[config.mk]
export PLATFORM = sky130hd
export DESIGN_NAME = rx_frame_classifier
export DESIGN_NICKNAME = d
export VERILOG_FILES = /design/src/rtl/rxc_pkg.sv /design/src/rtl/rxc_len_tracker.sv /design/src/rtl/rxc_verdict.sv /design/src/rtl/rx_frame_classifier.sv
export SDC_FILE = /design/constraint.sdc
export NUM_CORES = 1
export LEC_CHECK = 0
export BUFFER_PORTS_ARGS = -buffer_cell sky130_fd_sc_hd__buf_2
export CAP_MARGIN = 30
export CORE_UTILIZATION = 55
export DETAILED_ROUTE_END_ITERATION = 10
export GPL_TIMING_DRIVEN = 1
export PLACE_DENSITY = 0.8
export RECOVER_POWER = 25
export SYNTH_ARGS = -nofsm -noshare
export SYNTH_HDL_FRONTEND = slang
export SYNTH_SLANG_ARGS = --single-unit
[constraint.sdc]
create_clock -name clk -period 4.57 [get_ports clk]
set_clock_uncertainty 0.1 [all_clocks]
set_input_delay 0.457 -clock clk [delete_from_list [all_inputs] [get_ports clk]]
set_output_delay 0.457 -clock clk [all_outputs]
set_load 0.01 [all_outputs]
[src/rtl/rxc_pkg.sv]
package rxc_pkg;
    typedef enum logic [1:0] {
        ST_IDLE  = 2'd0,
        ST_RECV  = 2'd1,
        ST_TRUNC = 2'd2
    } rxc_state_e;

    localparam int FLAG_W = 5;
    localparam int TAIL_W = 3;
    localparam int FL_CRC   = 0;
    localparam int FL_SHORT = 1;
    localparam int FL_LONG  = 2;
    localparam int FL_DRIB  = 3;
    localparam int FL_ALIGN = 4;
endpackage

[src/rtl/rxc_len_tracker.sv]
module rxc_len_tracker
    import rxc_pkg::*;
#(
    parameter int MIN_LEN = 64,
    parameter int MAX_LEN = 1518
) (
    input  logic clk,
    input  logic rst_n,
    input  logic in_valid,
    input  logic in_sof,
    input  logic in_eof,
    output logic wr_en,
    output logic end_beat,
    output logic start_beat,
    output logic is_short,
    output logic is_long
);
    localparam int CNT_W = $clog2(MAX_LEN + 1);
    localparam logic [CNT_W:0] MAX_L = (CNT_W + 1)'(MAX_LEN);
    localparam logic [CNT_W:0] MIN_L = (CNT_W + 1)'(MIN_LEN);

    rxc_state_e state, nxt;
    logic [CNT_W-1:0] cnt;
    logic [CNT_W:0]   len_now;
    logic             beat;

    assign beat       = in_valid && (in_sof || state != ST_IDLE);
    assign start_beat = in_valid && in_sof;
    assign end_beat   = beat && in_eof;
    assign len_now    = in_sof ? (CNT_W + 1)'(1) : ({1'b0, cnt} + 1'b1);

    // Output process
    always_comb begin
        wr_en    = 1'b0;
        is_long  = 1'b0;
        unique case (state)
            ST_IDLE:  wr_en = start_beat;
            ST_RECV:  wr_en = in_valid;
            ST_TRUNC: begin
                wr_en   = start_beat;
                is_long = !in_sof;
            end
            default:  wr_en = 1'b0;
        endcase
        is_short = !is_long && (len_now < MIN_L);
    end

    // Next-state logic
    always_comb begin
        nxt = state;
        unique case (state)
            ST_IDLE: begin
                if (start_beat && !in_eof)
                    nxt = (len_now == MAX_L) ? ST_TRUNC : ST_RECV;
            end
            ST_RECV: begin
                if (beat) begin
                    if (in_eof)                 nxt = ST_IDLE;
                    else if (len_now == MAX_L)  nxt = ST_TRUNC;
                    else                        nxt = ST_RECV;
                end
            end
            ST_TRUNC: begin
                if (beat) begin
                    if (in_eof)      nxt = ST_IDLE;
                    else if (in_sof) nxt = (len_now == MAX_L) ? ST_TRUNC : ST_RECV;
                end
            end
            default: nxt = ST_IDLE;
        endcase
    end

    // State register
    always_ff @(posedge clk) begin
        if (!rst_n) state <= ST_IDLE;
        else        state <= nxt;
    end

    // Byte counter
    always_ff @(posedge clk) begin
        if (!rst_n) begin
            cnt <= '0;
        end else if (beat) begin
            if (in_eof)
                cnt <= '0;
            else if (in_sof || state == ST_RECV)
                cnt <= len_now[CNT_W-1:0];
        end
    end

    assert_cnt_bounded_R2: assert property (@(posedge clk) disable iff (!rst_n)
        {1'b0, cnt} <= MAX_L);

    assert_enter_trunc_R2: assert property (@(posedge clk) disable iff (!rst_n)
        (state == ST_RECV && in_valid && !in_sof && !in_eof && {1'b0, cnt} == MAX_L - 1'b1)
        |=> (state == ST_TRUNC));

    assert_restart_len_R12: assert property (@(posedge clk) disable iff (!rst_n)
        (start_beat && !in_eof) |=> (cnt == CNT_W'(1)));

    assert_close_idle_R9: assert property (@(posedge clk) disable iff (!rst_n)
        end_beat |=> (state == ST_IDLE));
endmodule

[src/rtl/rxc_verdict.sv]
module rxc_verdict
    import rxc_pkg::*;
(
    input  logic              clk,
    input  logic              rst_n,
    input  logic              end_beat,
    input  logic              start_beat,
    input  logic              is_short,
    input  logic              is_long,
    input  logic              in_crc_good,
    input  logic [TAIL_W-1:0] in_tail_bits,
    input  logic              acc_crc,
    input  logic              acc_short,
    input  logic              acc_long,
    input  logic [FLAG_W-1:0] irq_en,
    output logic [FLAG_W-1:0] stat,
    output logic              done,
    output logic              keep,
    output logic              irq
);
    logic [FLAG_W-1:0] flags;
    logic              keep_c;

    always_comb begin
        flags           = '0;
        flags[FL_CRC]   = !in_crc_good;
        flags[FL_SHORT] = is_short;
        flags[FL_LONG]  = is_long;
        flags[FL_DRIB]  = (in_tail_bits != '0);
        flags[FL_ALIGN] = flags[FL_DRIB] && flags[FL_CRC];
        keep_c = (!flags[FL_CRC]   || acc_crc)
              && (!flags[FL_SHORT] || acc_short)
              && (!flags[FL_LONG]  || acc_long);
    end

    always_ff @(posedge clk) begin
        if (!rst_n) begin
            stat <= '0;
            done <= 1'b0;
            keep <= 1'b0;
            irq  <= 1'b0;
        end else begin
            done <= end_beat;
            keep <= end_beat && keep_c;
            irq  <= end_beat && |(flags & irq_en);
            if (end_beat)        stat <= flags;
            else if (start_beat) stat <= '0;
        end
    end

    assert_align_needs_both_R7: assert property (@(posedge clk) disable iff (!rst_n)
        stat[FL_ALIGN] |-> (stat[FL_DRIB] && stat[FL_CRC]));

    assert_done_follows_end_R9: assert property (@(posedge clk) disable iff (!rst_n)
        end_beat |=> done);

    assert_keep_with_done_R9: assert property (@(posedge clk) disable iff (!rst_n)
        keep |-> done);

    assert_irq_with_done_R10: assert property (@(posedge clk) disable iff (!rst_n)
        irq |-> done);

    assert_stat_hold_R11: assert property (@(posedge clk) disable iff (!rst_n)
        (!end_beat && !start_beat) |=> $stable(stat));
endmodule

[src/rtl/rx_frame_classifier.sv]
module rx_frame_classifier
    import rxc_pkg::*;
#(
    parameter int MIN_LEN = 64,
    parameter int MAX_LEN = 1518
) (
    input  logic              clk,
    input  logic              rst_n,
    input  logic              in_valid,
    input  logic              in_sof,
    input  logic              in_eof,
    input  logic [TAIL_W-1:0] in_tail_bits,
    input  logic              in_crc_good,
    input  logic              acc_crc,
    input  logic              acc_short,
    input  logic              acc_long,
    input  logic [FLAG_W-1:0] irq_en,
    output logic              wr_en,
    output logic              done,
    output logic              keep,
    output logic              irq,
    output logic [FLAG_W-1:0] stat
);
    logic end_beat, start_beat, is_short, is_long;

    rxc_len_tracker #(
        .MIN_LEN (MIN_LEN),
        .MAX_LEN (MAX_LEN)
    ) len_i (
        .clk        (clk),
        .rst_n      (rst_n),
        .in_valid   (in_valid),
        .in_sof     (in_sof),
        .in_eof     (in_eof),
        .wr_en      (wr_en),
        .end_beat   (end_beat),
        .start_beat (start_beat),
        .is_short   (is_short),
        .is_long    (is_long)
    );

    rxc_verdict verdict_i (
        .clk          (clk),
        .rst_n        (rst_n),
        .end_beat     (end_beat),
        .start_beat   (start_beat),
        .is_short     (is_short),
        .is_long      (is_long),
        .in_crc_good  (in_crc_good),
        .in_tail_bits (in_tail_bits),
        .acc_crc      (acc_crc),
        .acc_short    (acc_short),
        .acc_long     (acc_long),
        .irq_en       (irq_en),
        .stat         (stat),
        .done         (done),
        .keep         (keep),
        .irq          (irq)
    );

    assert_short_long_exclusive_R4: assert property (@(posedge clk) disable iff (!rst_n)
        !(stat[FL_SHORT] && stat[FL_LONG]));
endmodule

* Word-level counts from Yosys, hierarchy flattened *
Index checks and enable logic that the tools add are counted.

operators by class
  add/sub/neg operators = 1
  order comparisons = 1
  eq/ne operators = 7
  muxes and demuxes = 15
  bitwise gates (word level) = 1
  reduce and logical (&&, ||, !) cells = 29

operators by type and width
  operator                                                      count
  two-way mux 11 bit                                            2
  two-way mux 2 bit                                             7
  adder 11 x 1 -> 12 bit (second input constant)                1
  equality test 12 x 11 -> 1 bit (second input constant)        1
  less-than comparator 12 x 7 -> 1 bit (second input constant)  1
  two-way mux 12 bit                                            1
  logical AND 1 bit                                             10
  two-way mux 5 bit                                             2
  != test 2 x 1 -> 1 bit (second input constant)                3
  case mux 2 bit (3 select lines)                               1
  nonzero test 2 bit                                            3
  AND 5 bit                                                     1
  zero test 1 bit                                               5
  logical OR 1 bit                                              5
  OR reduction 5 bit                                            1
  AND reduction 4 bit                                           1
  != test 3 bit (second input constant)                         1
  nonzero test 3 bit                                            1
  equality test 2 x 1 -> 1 bit (second input constant)          1
  equality test 2 bit (second input constant)                   1
  zero test 2 bit                                               1
  case mux 1 bit (2 select lines)                               1
  AND reduction 2 bit                                           1
  OR reduction 2 bit                                            1
  two-way mux 1 bit                                             1

word-level totals
  flip-flop bits (word level) = 21
  bits of input ports = 17

* Logic depth before layout (Yosys ltp) *
  depth in word-level cells = 9
  depth in mapped cells = 8

* By module *
Synthesis repeated with hierarchy kept, for this count alone.

second synthesis, totals
  cell total of the unflattened synthesis = 160
  area total of the unflattened synthesis = 1,325.0 um^2

by module, submodules not included
  module           times used  cells each  area each (um^2)  sequential area each (um^2)
  rxc_len_tracker  1           124         987.2             260.2
  rxc_verdict      1           36          337.8             160.2

* Worst setup path after synthesis *
OpenSTA, ideal clock, no wires.

  path type = reg-to-reg
  from = reg len_i.cnt[0]
  to = reg verdict_i.keep
  setup time = 0.119 ns
  arrival = 1.930 ns
  required time = 4.351 ns
  slack = 2.421 ns
  cell stages (with the launch flop) = 7
  buffers on the path = 0
  clock period less this slack = 2.149 ns
  cell sequence = dfxtp_1 ha_1 and3_2 and2_4 or4_1 a2111o_1 o221a_1

between the ends
  longest elaborated chain between the ends = 9

RTL lines
  what                                  RTL line               text
  from (decl)                           rxc_len_tracker.sv:23  logic [CNT_W-1:0] cnt;
  from (signal assigned)                rxc_len_tracker.sv:87  cnt <= len_now[CNT_W-1:0];
  adder 11 x 1 -> 12 bit                rxc_len_tracker.sv:30  assign len_now = in_sof ? (CNT_W + 1)'(1) : ({1'b0, cnt} + 1'b1);
  two-way mux 12 bit                    rxc_len_tracker.sv:30
  less-than comparator 12 x 7 -> 1 bit  rxc_len_tracker.sv:45  is_short = !is_long && (len_now < MIN_L);
  logical AND 1 bit                     rxc_len_tracker.sv:45
  zero test 1 bit                       rxc_verdict.sv:32      && (!flags[FL_SHORT] || acc_short)
  logical OR 1 bit                      rxc_verdict.sv:32
  logical AND 1 bit                     rxc_verdict.sv:32
  logical AND 1 bit                     rxc_verdict.sv:33      && (!flags[FL_LONG] || acc_long);
  logical AND 1 bit                     rxc_verdict.sv:44      keep <= end_beat && keep_c;
  to (signal assigned)                  rxc_verdict.sv:44
  to (decl)                             rxc_verdict.sv:18      output logic keep,

Every way passes these cells.
A chain may end at the register's enable or synchronous reset.

* Worst setup path in the final report *
  from = reg len_i.state[0]
  to = reg len_i.cnt[6]

between the ends
  longest elaborated chain between the ends = 4

RTL lines
  what                                                                       RTL line                                      text
  from (decl)                                                                rxc_len_tracker.sv:22                         rxc_state_e state, nxt;
  from (signal assigned)                                                     rxc_len_tracker.sv:76                         else state <= nxt;
  equality test 2 x 1 -> 1 bit / nonzero test 2 bit (equally long branches)  rxc_len_tracker.sv:86, rxc_len_tracker.sv:27
  logical OR 1 bit, on equally long branches                                 rxc_len_tracker.sv:86, rxc_len_tracker.sv:27
  nonzero test 2 bit (no line) / logical AND 1 bit (equally long branches)   -
  AND reduction 2 bit (no line) (*)                                          -

Mark *: on every way between the ends. The rest lies on a longest branch, timed or not.

==> impl_metrics.csv <==
group,metric,value,unit
floorplanning,die_h,50.9,µm
finish,final_common_cell,"dfxtp_1",
sta,maxSlewHeadroom,37.6,%
cts,cts_max_path_buffers,2,
power_and_ir_drop,switching_share,28.9,%
finish,finalNonFillerCells,211,
sta,rsz0062_at_grt,"false",
floorplanning,pin_count,26,
finish,final_cell_mix,"21 x dfxtp_1, 18 x buf_2, 14 x nor2b_1",
floorplanning,start_util,59.0,%
power_and_ir_drop,clock_power_share,26.1,%
synth,synth_edf_count,0,
setup_path,start_kind,"flip-flop",
routing,drtPass1Iterations,4,
finish,fin_util,65.7,%
routing,highest_layer,"met4",
setup_path,crit_arrival,2420,ps
synth,async_reset_ff_share,0,%
cts,cts_tree,"built",
cts,hold_buffers,0,
setup_path,crit_chain,"inv_1, ha_1, o21ba_2, o21ai_1, nor2_1, a22oi_1, nor2b_1",
routing,drc_errors,0,
routing,ant_nets,0,
global_routing,grt_pass1_wl,4620,µm
global_routing,antenna_found_initial,0,
synth,synth_area,0.00132,mm²
setup_path,path_max_fanout,15,
cts,clkTransAtPathRegs,120,ps
sta,fin_crit_sh,50.7,%
cts,root_buffer,"clkbuf_4",
synth,synth_ff_type,"dfxtp_1",
setup_path,critical_path_class,"flip-flop to flip-flop",
worst_hold_path,worstHoldPathType,"input port to flip-flop",
global_routing,grt_pass1_vias,1033,
routing,wl_per_cell,13.6,µm
place,port_buffers,25,
setup_path,critPathMaxStageDelay,720,ps
global_routing,grt_max_degree,22,
sta,setup_viol,0,
finish,nets,206,
routing,via_per_inst,5.83,
sta,drv_slew,0,
finish,layout-drive-gt1-share,16.9,%
place,gp_congestion,0.899,
synth,synth_warnings,0,
routing,drtIter0Drc,38,
cts,clock_latency,310,ps
power_and_ir_drop,p_int,0.250,mW
sta,tightest_slew,930,ps
setup_path,cp-end-kind,"flip-flop",
power_and_ir_drop,sequentialPowerShare,54.7,%
synth,synth_seq_cells,21,
finish,syn_to_final_growth,11.3,%
routing,route.met2.wl,1420,µm
run_status,outcome,"finished clean",
routing,met1_length,1330,µm
routing,vias,1230,
floorplanning,core,0.00223,mm²
routing,postRouteWirelength,2870,µm
cts,post_cts_resized,0,
setup_path,slowest_stage,"o21ai_1",
place,dpl.hpwl,2150,µm
global_routing,grt.overflow.total,0,
sta,max_freq,432,MHz
synth,synth_nets,182,
global_routing,grt_usage,23.5,%
synth,postSynthCellCount,160,
cts,htree_levels,1,
floorplanning,rows,17,
finish,multiInputGateArea,837,µm²
floorplanning,chipWidth,50.9,µm
finish,nFillCells,194,
synth,yosysUniqueCellTypes,46,
routing,wl_met3,99,µm
cts,post_cts_buffers,0,
synth,synth_seq_area_share,31.9,%
finish,diodes,0,
power_and_ir_drop,power_density,240,mW/mm²
cts,clock-sinks,21,
flow_run,max_cap_violations,0,
finish,layout.area.seq,420,µm²
power_and_ir_drop,p_leak,0.618,nW
sta,post-route-min-period,2320,ps
cts,cts_buffers,3,
power_and_ir_drop,combPwrFrac,19.2,%
power_and_ir_drop,peakVddDrop,0.159,mV
sta,hold_viol,0,
sta,fin_setup_tns,0,ps
power_and_ir_drop,power.switching,0.102,mW
setup_path,cp.required,4680,ps
place,dp.cells,207,
floorplanning,die-area,0.00260,mm²
synth,syn_area_per_cell,8.23,µm²
logic make-up (layout without fill, tap and decap cells):
group / after synthesis / after routing / share of synthesized area (%)
simple gates: 70 / 70 / 31.3
compound gates: 42 / 42 / 21.5
flops: 21 / 21 / 31.9
buf+inv: 14 / 37 / 4.56
xor+xnor: 6 / 6 / 3.99
fa+ha+maj: 5 / 5 / 4.75
mux: 2 / 2 / 1.99
registers in the layout, indices dropped and copies added, names as in the netlist:
signal / count
len_i.state: 2
verdict_i.irq: 1
verdict_i.stat: 5
verdict_i.done: 1
verdict_i.keep: 1
len_i.cnt: 11
power by group through the flow:
stage | clock, mW | combinational (mW) | sequential, mW
final | 0.0920 | 0.0678 | 0.193
after global routing | 0.0993 | 0.0757 | 0.193
after CTS | 0.0960 | 0.0684 | 0.192
after detailed placement | 0 | 0.0678 | 0.197
after global placement | 0 | 0.0647 | 0.196
after floorplan | 0 | 0.0453 | 0.197
stage by stage:
step | area, µm² | setup WS (ps) | power [mW] | hold WS (ps)
after global routing | 1470 | 2050 | 0.368 | 308
final | 1470 | 2250 | 0.352 | 299
after detailed placement | 1450 | 2300 | 0.264 | 409
after floorplan | 1320 | 2420 | 0.243 | 379
after CTS | 1480 | 2280 | 0.357 | 291
after global placement | 1450 | 2300 | 0.261 | 394
cells in the mapped netlist (2+ instances only):
library cell	n	share of area (%)
nor3b_1	2	1.1
nor3_1	2	0.76
a21oi_1	9	3.4
or3_1	2	0.95
inv_1	8	2.3
nor2b_1	14	6.6
nand2b_1	2	0.95
o21ai_0	10	3.8
a21boi_0	3	1.7
and4_1	2	1.3
nand4_1	3	1.4
or2_2	2	0.95
nor2_1	12	3.4
and3_1	2	0.95
o31ai_1	2	1.1
ha_1	5	4.7
a22oi_1	6	3.4
a21o_1	2	1.1
xnor2_1	4	2.7
nand3b_1	2	1.1
xor2_1	2	1.3
nand3_1	6	2.3
dfxtp_1	21	32
and2_1	4	1.9
nand2_1	8	2.3
clkbuf_1	5	1.4
layout make-up:
type	count	area share, %
well taps	28	2.39
clock inverters	1	0.341
inverters	8	2.05
repair buffers	25	7.94
multi-input cells	125	57.1
flip-flops and latches	21	28.7
clock buffers	3	1.54
worst max-delay path, delay by kind of cell, from the launching register on:
kind | cells | cell delay (ps)
and+or+nand+nor | 2 | 290
adders and majority gates | 1 | 250
DFF | 1 | 360
buffers and inverters | 1 | 90
AOI/OAI and AO/OA | 3 | 1130
final timing paths:
| check | slack [ps] | depth (start not counted) | endpoint | start |
|---|---|---|---|---|
| worst min register to register | 430 | 2 | len_i.state[1] | len_i.state[1] |
| worst max register to register | 2250 | 7 | len_i.cnt[6] | len_i.state[0] |
| worst max-delay path | 2250 | 7 | len_i.cnt[6] | len_i.state[0] |
| worst min-delay path | 300 | 3 | verdict_i.irq | irq_en[1] |
layer usage:
metal / GRT usage [%] / vias to the layer above
li1: - / 622
met1: 30.1 / 582
met2: 39.0 / 24
met3: 3.27 / 2
met4: 10.2 / 0
met5: 0 / -
No activity file was read; power rests on OpenSTA's default activity.
